`src/rtl/gpt_pkg.sv`:
```
package gpt_pkg;

  localparam int MAX_LEVELS = 6;

  typedef logic [1:0] gp_pair_t;

  typedef struct packed {
    logic [MAX_LEVELS-1:0] identMode;
    logic                  anyTest;
  } tree_ctl_t;

  function automatic gp_pair_t gpCombine(input gp_pair_t hiPair, input gp_pair_t loPair);
    gp_pair_t res;
    res[1] = hiPair[1] | (hiPair[0] & loPair[1]);
    res[0] = hiPair[0] & loPair[0];
    return res;
  endfunction

endpackage

```
`src/rtl/gpt_cell.sv`:
```
module gpt_cell
  import gpt_pkg::*;
(
  input  logic [1:0] hiIn,
  input  logic [1:0] loIn,
  input  logic       identSel,
  output logic [1:0] cellOut
);

  gp_pair_t normalRes;
  gp_pair_t identRes;

  always_comb begin
    normalRes = gpCombine(hiIn, loIn);
    identRes  = hiIn ^ loIn;
    cellOut   = identSel ? identRes : normalRes;
  end

endmodule

```
`src/rtl/gpt_ctrl.sv`:
```
module gpt_ctrl
  import gpt_pkg::*;
#(
  parameter int LEVELS = 3
) (
  input  logic [LEVELS-1:0] levelTest,
  output tree_ctl_t         strobes
);

  if (LEVELS < 2 || LEVELS > MAX_LEVELS) begin : gBadLevels
    $error("gpt_ctrl: LEVELS out of supported range");
  end

  always_comb begin
    strobes                         = '0;
    strobes.identMode[LEVELS-1:0]   = levelTest;
    strobes.anyTest                 = |levelTest;
  end

endmodule

```
`src/rtl/gpt_datapath.sv`:
```
module gpt_datapath
  import gpt_pkg::*;
#(
  parameter int LEVELS = 3,
  localparam int NLEAF = 1 << LEVELS,
  localparam int IN_W  = 2 * NLEAF
) (
  input  logic            clk,
  input  logic            rstN,
  input  logic [IN_W-1:0] gpIn,
  input  tree_ctl_t       strobes,
  output logic [1:0]      rootOut,
  output logic            errOut
);

  // Levels are built from the inputs upward so each level refers to one
  // already elaborated below it.
  for (genvar l = LEVELS; l >= 1; l--) begin : gLvl
    localparam int CELLS = 1 << (l - 1);
    logic [4*CELLS-1:0] inBus;
    logic [2*CELLS-1:0] outBus;

    if (l == LEVELS) begin : gLeaf
      assign inBus = gpIn;
    end else begin : gInner
      assign inBus = gLvl[l+1].outBus;
    end

    for (genvar j = 0; j < CELLS; j++) begin : gCell
      gpt_cell u_cell (
        .hiIn    (inBus[4*j+3 : 4*j+2]),
        .loIn    (inBus[4*j+1 : 4*j]),
        .identSel(strobes.identMode[l-1]),
        .cellOut (outBus[2*j+1 : 2*j])
      );
    end
  end

  logic [1:0] rootD;
  logic       errD;
  logic       unusedModeBits;

  assign rootD          = gLvl[1].outBus;
  assign errD           = strobes.anyTest && (rootD != 2'b00);
  assign unusedModeBits = ^strobes.identMode;

  logic [1:0] rootQ;
  logic       errQ;

  always_ff @(posedge clk or negedge rstN) begin
    if (!rstN) begin
      rootQ <= 2'b00;
      errQ  <= 1'b0;
    end else begin
      rootQ <= rootD;
      errQ  <= errD;
    end
  end

  assign rootOut = rootQ;
  assign errOut  = errQ;

  // Leaf bit views used only by the checks below.
  logic [NLEAF-1:0] gBits;
  logic [NLEAF-1:0] pBits;
  for (genvar k = 0; k < NLEAF; k++) begin : gSplit
    assign gBits[k] = gpIn[2*k+1];
    assign pBits[k] = gpIn[2*k];
  end

  a_r4_prop_chain: assert property (@(posedge clk) disable iff (!rstN)
    !strobes.anyTest |=> rootQ[0] == $past(&pBits));

  a_r4_no_generate: assert property (@(posedge clk) disable iff (!rstN)
    (!strobes.anyTest && !(|gBits)) |=> rootQ[1] == 1'b0);

  a_r9_quiet_flag: assert property (@(posedge clk) disable iff (!rstN)
    !strobes.anyTest |=> !errQ);

  a_r8_flag_needs_root: assert property (@(posedge clk) disable iff (!rstN)
    errQ |-> rootQ != 2'b00);

  a_r5_root_ident_zero: assert property (@(posedge clk) disable iff (!rstN)
    (strobes.identMode[0] && (gLvl[1].inBus[3:2] == gLvl[1].inBus[1:0])) |=> rootQ == 2'b00);

endmodule

```
`src/rtl/gp_level_tree.sv`:
```
module gp_level_tree
  import gpt_pkg::*;
#(
  parameter int LEVELS = 3,
  localparam int NLEAF = 1 << LEVELS,
  localparam int IN_W  = 2 * NLEAF
) (
  input  logic              clk,
  input  logic              rstN,
  input  logic [IN_W-1:0]   gpIn,
  input  logic [LEVELS-1:0] levelTest,
  output logic [1:0]        gpOut,
  output logic              errFlag
);

  tree_ctl_t strobes;

  gpt_ctrl #(.LEVELS(LEVELS)) u_ctrl (
    .levelTest(levelTest),
    .strobes  (strobes)
  );

  gpt_datapath #(.LEVELS(LEVELS)) u_dp (
    .clk    (clk),
    .rstN   (rstN),
    .gpIn   (gpIn),
    .strobes(strobes),
    .rootOut(gpOut),
    .errOut (errFlag)
  );

endmodule

```
`config.mk`:
```
export PLATFORM = sky130hd
export DESIGN_NAME = gp_level_tree
export DESIGN_NICKNAME = d
export VERILOG_FILES = /design/src/rtl/gpt_pkg.sv /design/src/rtl/gpt_cell.sv /design/src/rtl/gpt_ctrl.sv /design/src/rtl/gpt_datapath.sv /design/src/rtl/gp_level_tree.sv
export SDC_FILE = /design/constraint.sdc
export NUM_CORES = 1
export LEC_CHECK = 0
export ABC_AREA = 1
export CORE_AREA = 2 2 39 41
export DETAILED_ROUTE_END_ITERATION = 10
export DIE_AREA = 0 0 41 43
export DONT_BUFFER_PORTS = 1
export GPL_TIMING_DRIVEN = 0
export PLACE_DENSITY = 0.5
export SETUP_SLACK_MARGIN = 0.4
export SYNTH_ARGS = -nofsm -noshare
export SYNTH_HDL_FRONTEND = slang
export SYNTH_SLANG_ARGS = --single-unit
```
`constraint.sdc`:
```
create_clock -name clk -period 0.8 [get_ports clk]
set_clock_uncertainty 0.05 [all_clocks]
set_input_delay 0.04 -clock clk [delete_from_list [all_inputs] [get_ports clk]]
set_output_delay 0.04 -clock clk [all_outputs]
set_load 0.05 [all_outputs]
```
Word level (Yosys, flattened, before mapping):

Cells that the tools add are included.

* flip-flop bits (word level): 3
* bits of input ports: 21
* output and inout bits: 3
* word-level logic and storage cells: 40

* mux-type cells: 7
* bitwise gates (word level): 28
* reduce and logical (&&, ||, !) cells: 3

Operator list (number)
* 1-bit bitwise AND: 14
* 2-bit 2-to-1 mux: 7
* 2-bit bitwise XOR: 7
* 1-bit bitwise OR: 7
* 3-bit OR reduction: 1
* 2-bit nonzero test: 1
* 1-bit logical AND: 1

Depth between registers and ports, before layout:

Gate-level depths: netlist (run 1).

* depth after elaboration: 11
* mapped depth: 12
* gate-level depth less buffers: 12

Hierarchy:

A second synthesis (run 1) with hierarchy kept.

* cells, all modules: 107
* area total of the unflattened synthesis: 619.3 µm²

By module, submodules not included
* gpt_cell: times used 7, cells each 13, area each 67.6 µm², sequential area each 0.0 µm²
* gpt_datapath: times used 1, cells each 6, area each 86.3 µm², sequential area each 75.1 µm²
* gpt_ctrl: times used 1, cells each 10, area each 60.1 µm², sequential area each 0.0 µm²

Worst setup path after synthesis (run 1):

OpenSTA, ideal clock, no wires.

* kind: input -> register
* start: in gpIn[12]
* end: reg u_dp.errQ (netlist: u_dp.errOut)
* library setup time: 0.127 ns
* arrival time: 1.372 ns
* data required time: 0.623 ns
* slack: -0.750 ns
* cell stages on the path: 11
* buffers on the path: 0
* path through: ha_1 nand2_1 nand2_1 ha_1 nand2_1 nand2_1 ha_1 inv_1 nand2_1 o21ai_0 a21oi_2

* longest elaborated chain between the ends: 9
* elaborated cells on any way between the ends: 15
* classes of those cells: mux: 3; bitwise: 10; reduce/logical: 2

Ends and longest elaborated chain
* from (decl): RTL line gp_level_tree.sv:10 `input logic [IN_W-1:0] gpIn,`
* 1-bit bitwise AND / 2-bit bitwise XOR (equally long branches): RTL line gpt_pkg.sv:15, gpt_cell.sv:15
* 2-bit 2-to-1 mux *: RTL line gpt_cell.sv:16 `cellOut = identSel ? identRes : normalRes;`
* 1-bit bitwise AND (tied with other cells): RTL line gpt_pkg.sv:14 `res[1] = hiPair[1] | (hiPair[0] & loPair[1]);`
* 1-bit bitwise OR / 2-bit 2-to-1 mux (equally long branches): RTL line gpt_pkg.sv:14, gpt_cell.sv:16
* 2-bit 2-to-1 mux *: RTL line gpt_cell.sv:16
* 1-bit bitwise OR / 2-bit bitwise XOR (equally long branches): RTL line gpt_pkg.sv:14, gpt_cell.sv:15
* 2-bit 2-to-1 mux *: RTL line gpt_cell.sv:16
* 2-bit nonzero test *: RTL line gpt_datapath.sv:44 `assign errD = strobes.anyTest && (rootD != 2'b00);`
* 1-bit logical AND *: RTL line gpt_datapath.sv:44
* named net u_dp.errD: RTL line gpt_datapath.sv:40 `logic errD;`
* to (signal assigned): RTL line gpt_datapath.sv:56 `errQ <= errD;`
* to (decl): RTL line gpt_datapath.sv:48 `logic errQ;`

The timed path passes the listed nets; every way through them passes the cells marked *.

Worst setup path in the final report (run 1):

Ends and elaborated chain as after synthesis.

==> impl_results.md, run 1 <==
* Outcome: finished, violations left
* Failing checks: hold timing, setup timing
* Iteration-0 DRC Markers at 3
* Cell taking the most area after synthesis: nand2_1
* Htree depth at 1
* DIE AREA at 1760 um2
* Die width at just over 40 um
* M1 WL at roughly 430 um
* Critical Path RT at between 0.8 and 0.9 ns
* Nets at about 120
* Fin cells at 109
* Layout area overhead at 34.7%
* Power consumption at between 0.8 and 0.9 mW
* Number of flops mapped to enable cells by yosys at 0
* Synthesized area at slightly below 500 um2
* Share of the synthesized area in the top cell type at 28.3%
* CP Class: in2reg
* Wire per inst at approximately 8.9 um
* Max-cap violations at 0
* Drt drc at 0
* Vias in the first global route at roughly 460
* Final GP Congestion at 0.667
* Diode count at 0
* DRT antenna net count at 0
* VDD IR max at about 0.48 mV
* Max Used Layer: met3
* Worst hold margin at -0.110 ns
* CTS tree: done
* Initial core utilization at 35.4%
* Synth async-reset ratio at 100%
* Syn Inst Count at 87
* Hold Crit Start: levelTest[0]
* Top cells by count, synth: nand2_1, inv_1, ha_1, nor2_1, nand3_1
* Period utilization at 152%
* Ys Warns at 0
* Met3 routed WL at 50 um
* Top-Level Pins at 24
* HP Class: in2reg
* Post-synthesis compound-gate area fraction at under 10%
* Initial antenna violation count at 0
* CP endpoint kind: flip-flop
* Hold Path Depth at 2
* CP max FO at 2
* Largest net degree at the start of global routing at 11
* Portion of netlist area occupied by mux cells at 0%
* DRT Pass-1 Iters at 4
* Filler cell count at approximately 160
* Die height at between 40 and 50 um
* Syn Area/Cell at about 5.6 um2
* Most numerous cell in the Yosys netlist: nand2_1
* Vias per cell at 4.66
* Gr ovfl total at 0
* Critical Path AT at about 1.3 ns
* FF+latch count, synth at 3
* Worst Hold End: u_dp.rootOut[0]$_DFF_PN0_
* Core Footprint at approximately 1400 um2
* Final Slew Violations at 0
* Xor/xnor share of the synthesized area at 0%
* Critical Path Source Type: input port
* First-pass GRT wire length at roughly 1500 um
* Power Density at ~1300 nW/um2
* Clock sinks at 3
* # hold bufs at CTS at 1
* Placed cell count at between 100 and 150
* Period minus WS final at roughly 1.2 ns
* Largest family of logic cells by synthesized area: simple AND/OR/NAND/NOR gates
* Final Hold Vio Count at 3
* Fmax at ~800 MHz
* Unique masters post-synth at 13
* Synth Area in Adders at ~18%
* Synth Area in Simple Gates at a little under half
* Share of cells above drive strength 1 at between 30% and 40%
* Slew Limit Headroom at a little over two thirds
* Dpl ws at -0.655 ns
* Clock Tree Buf Depth at 2
* Num rows at 14
* Port bufs at 0
* Total GRT Usage at 12.3%
* Dpl hpwl at just under 800 um
* # setup viols final at 6
* Wire length on met2 at 499 um
* Clock-pin slew on the worst setup and hold paths at 0.03 ns
* Post-synthesis sequential area ratio at between 10% and 20%
* Setup WS post-layout at -0.416 ns
* CTS root buf: clkbuf_4
* Fin util at a little under half
* Drt total wl at around 980 um
* Worst Tran Pin Value at approximately 0.44 ns
* Cts bufs inserted at 3
* Unrepaired setup endpoints after global routing: yes
* LEAKAGE at between 0.3 and 0.4 nW
* Top cells by area, synth: nand2_1, ha_1, dfrtp_1, inv_1, nor2_1
* Via count at between 500 and 600
* Mapped Nets at ~120
* Top FF cell, synth: dfrtp_1
registers in the layout (all words and copies together) (netlist names):
name,flops
u_dp.rootOut,2
u_dp.errOut,1
cell families after synthesis:
group | Yosys count
AO/OA/AOI/OAI | 4
buffers and inverters | 17
AND/OR/NAND/NOR | 56
flip-flops | 3
adder cells (fa/ha/maj) | 7
where the power goes:
group          switching [mW]  leakage (nW)  total, mW  internal (mW)
sequential              0.106        0.0325      0.288          0.182
combinational           0.171         0.307      0.323          0.152
clock                  0.0655        0.0150      0.252          0.186
total                   0.343         0.354      0.862          0.520
layout by cell type, fill, tap and decap left out:
master	instances
nand2_1	29
inv_1	15
nand2_2	10
nor2_1	7
nand3_1	5
ha_4	5
clkbuf_4	3
buf_6	2
nand2_4	2
a21oi_1	2
nor2_2	2
ha_1	2
dfrtp_2	2
clkinvlp_4	1
o21ai_2	1
nor3_1	1
a21oi_2	1
clkbuf_1	1
dlygate4sd3_1	1
dfrtp_1	1
cell type report:
cell class                 instances  area, um2  share of cell area (%)
buffer                             1       11.3                    1.70
clock buffer                       4       26.3                    3.98
inverter                          16       63.8                    9.66
multi-input combinational         67        440                    66.7
sequential                         3       77.6                    11.7
tap                               16       20.0                    3.03
timing repair buffer               2       21.3                    3.22
what timing repair did:
action                                 CTS  global route
buffers inserted                         1             0
endpoints found under the hold margin    6             3
setup endpoints to repair                6             6
resized for setup                        0            12
pin swaps                                0            11
worst max path at each step:
| stage | slack, ns | from | to | cells past startpoint |
|---|---|---|---|---|
| floorplan | -0.59 | gpIn[4] | u_dp.errOut$_DFF_PN0_ | 11 |
| global placement | -0.65 | gpIn[12] | u_dp.errOut$_DFF_PN0_ | 11 |
| detailed placement | -0.66 | gpIn[8] | u_dp.errOut$_DFF_PN0_ | 11 |
| CTS | -0.41 | gpIn[8] | u_dp.errOut$_DFF_PN0_ | 11 |
| global route | -0.49 | gpIn[4] | u_dp.errOut$_DFF_PN0_ | 11 |
| finish | -0.42 | gpIn[12] | u_dp.errOut$_DFF_PN0_ | 11 |
layer usage:
layer / global-route usage, % / vias up
met2: 22.5 / 16
met5: 0 / -
met4: 4.00 / 0
met3: 2.09 / 0
li1: - / 273
met1: 13.0 / 219
critical path, cell delays in order:
cell,delay (ns)
ha_4,0.22
nand2_4,0.07
nand2_4,0.05
ha_4,0.23
nand2_2,0.06
nand2_2,0.06
ha_1,0.29
inv_1,0.05
nand2_1,0.05
o21ai_2,0.07
a21oi_2,0.07
per-stage QoR:
| stage | area (um2) | setup TNS [ns] |
|---|---|---|
| 2_1_floorplan | 549 | -1.55 |
| 3_3_place_gp | 569 | -1.75 |
| 3_5_place_dp | 569 | -1.77 |
| 4_1_cts | 613 | -1.33 |
| 5_1_grt | 661 | -1.53 |
| 6_report | 661 | -1.26 |
Note: power is estimated with default switching activity, not from simulation.
==> run 2, diff against run 1 <==
Settings changed: ABC_AREA 1 to not set, PLACE_DENSITY 0.5 to 0.47.
==> run 2 against run 1 <==
The run still ends with hold timing, setup timing left. Largest cell class unchanged. Flip-flop and latch count unchanged. Critical path depth fell by 3. Setup slack worse by 0.51 ns. Combinational power increased by 38%. Highest routed layer unchanged.
==> impl_results.md, run 2 <==
* Outcome: finished, violations left
* Failing checks: hold timing, setup timing
* Worst path max stage delay at 0.28 ns
* Synthesized area at ~460 um2
* Ys Warns at 0
* Top cells by area, synth: ha_1, dfrtp_1, mux2_1, mux2_2, o21a_1
* Finished Cell Area at roughly 670 um2
* CTS root buf: clkbuf_4
* Slew Limit Headroom at 70.6%
* Power Density at between 1500 and 2000 nW/um2
* DIE AREA at between 1500 and 2000 um2
* Met3 usage at approximately 2.1%
* Diode count at 0
* Largest delay share family, worst path: multiplexers
* Largest net degree at the start of global routing at 11
* Vias in the first global route at a little over 400
* Syn Area/Cell at between 10 and 15 um2
* CP max FO at 2
* GRT met2 Usage at between 20 and 25%
* Area occupied by registers at between 70 and 80 um2
* Fin util at 48.2%
* Filler cell count at between 100 and 150
* Largest register FFs at 2
* Core Footprint at roughly 1400 um2
* Total GRT Usage at 12.9%
* Vias per cell at 5.93
* Number of flops mapped to enable cells by yosys at 0
* Dpl ws at -1.15 ns
* Critical Path Source Type: input port
* Final GP Congestion at about 0.56
* Dpl hpwl at 859 um
* DRT antenna net count at 0
* Initial core utilization at approximately a third
* Port bufs at 0
* Fin cells at 67
* Top FF cell, synth: dfrtp_1
* Final Hold Vio Count at 2
* Xor/xnor share of the synthesized area at 0%
* Wire per inst at 15.6 um
* Period minus WS final at 1.72 ns
* Htree depth at 1
* Top-Level Pins at 24
* Gr ovfl total at 0
* Mapped Nets at 70
* GRT busiest layer: met2
* Setup WS post-layout at -0.922 ns
* Largest family of logic cells by synthesized area: multiplexers
* Setup TNS Final at -2.60 ns
* Power consumption at around 1.0 mW
* Portion of netlist area occupied by mux cells at around 25%
* Grt met1 use at 14.0%
* Die height at around 43 um
* Worst path slowest cell: mux2_4
* Area of the multi-input gates at slightly below 500 um2
* HP Class: in2reg
* Drt drc at 0
* CP Class: in2reg
* Worst Tran Pin Value at between 0.4 and 0.5 ns
* Clock-pin slew on the worst setup and hold paths at around 0.040 ns
* Num rows at 14
* # setup viols final at 6
* Via count at 397
* Critical path buffers and inverters at 0
* Worst hold margin at -0.146 ns
* Share of the synthesized area in the top cell type at between 10% and 20%
* Initial antenna violation count at 0
* Period utilization at 215%
* Unique masters post-synth at 21
* First-pass GRT wire length at ~1500 um
* Final Slew Violations at 0
* Syn Inst Count at 42
* Fmax at between 500 and 600 MHz
* Unrepaired setup endpoints after global routing: yes
* CP endpoint kind: flip-flop
* CTS tree: done
* Cell taking the most area after synthesis: ha_1
* Nets at 80
* DRT Pass-1 Iters at 2
* Placement-stage cell area at about 600 um2
* Drt total wl at approximately 1000 um
* # hold bufs at CTS at 1
* Clock sinks at 3
* LEAKAGE at between 0.2 and 0.3 nW
* Cts bufs inserted at 3
* Commonest cells after routing, fill and taps aside: mux2_4, ha_4, o21a_1, nand3_1
* Clock Tree Buf Depth at 2
* Most numerous cell in the Yosys netlist: ha_1
* FF+latch count, synth at 3
* Max-cap violations at 0
* Synth async-reset ratio at 100%
* Die width at just over 40 um
* Post-synthesis sequential area ratio at roughly 16%
* Critical Path AT at ~1.8 ns
* Placed cell count at 58
* Hold Path Depth at 1
* Layout area overhead at 46.4%
* Top cells by count, synth: ha_1, mux2_1, nand3_1, o21a_1
* Cells along the critical path: ha_4 > mux2_4 > ha_4 > mux2_4 > ha_4 > mux2_4 > a211oi_2 > nor3_2
* Post-synthesis compound-gate area fraction at between 20 and 25%
* Critical Path Stages at 8
* VDD IR max at 0.613 mV
* Iteration-0 DRC Markers at 9
* Critical Path RT at roughly 0.86 ns
* Share of cells above drive strength 1 at 62.7%
* Synth Area in Adders at about a fifth
* Synth Area in Simple Gates at 11.3%
[run 2: path summary, 6_finish.rpt]
check / from / end / slack [ns]
worst max-delay path: gpIn[4] / u_dp.errOut$_DFF_PN0_ / -0.92
worst min-delay path: levelTest[0] / u_dp.rootOut[1]$_DFF_PN0_ / -0.15
max in group asynchronous: rstN / u_dp.rootOut[0]$_DFF_PN0_ / 0.54
min in group asynchronous: rstN / u_dp.rootOut[1]$_DFF_PN0_ / 0.01
[run 2: per-layer routing]
metal | routed length [um] | part of all wire, %
met5 | 0 | 0
met1 | 405 | 39
met4 | 0 | 0
met2 | 580 | 55
met3 | 62 | 5.9
[run 2: timing repair]
item / 4_1_cts / 5_1_grt
pin swaps: 0 / 1
resized for setup: 0 / 1
buffers inserted: 1 / 3
endpoints found under the setup margin: 6 / 6
hold endpoints to repair: 5 / 2
cloned: 0 / 0
[run 2: cell families (layout without fill, tap and decap cells)]
group,Yosys count,count (layout)
AOI/OAI and AO/OA,13,13
adders and majority gates,7,7
buffers and inverters,2,11
DFF,3,3
muxes,9,9
and+or+nand+nor,8,8
[run 2: power breakdown]
part | total (mW) | switching (mW) | internal [mW]
clock network | 0.265 | 0.0780 | 0.187
logic | 0.447 | 0.171 | 0.277
registers | 0.324 | 0.134 | 0.190
[run 2: layout make-up]
| type | count | share of cell area [%] |
|---|---|---|
| Tap cell | 16 | 3.00 |
| Timing Repair Buffer | 5 | 6.57 |
| Buffer | 2 | 2.44 |
| Multi-Input combinational cell | 37 | 72.4 |
| Sequential cell | 3 | 11.6 |
| Clock buffer | 4 | 3.94 |
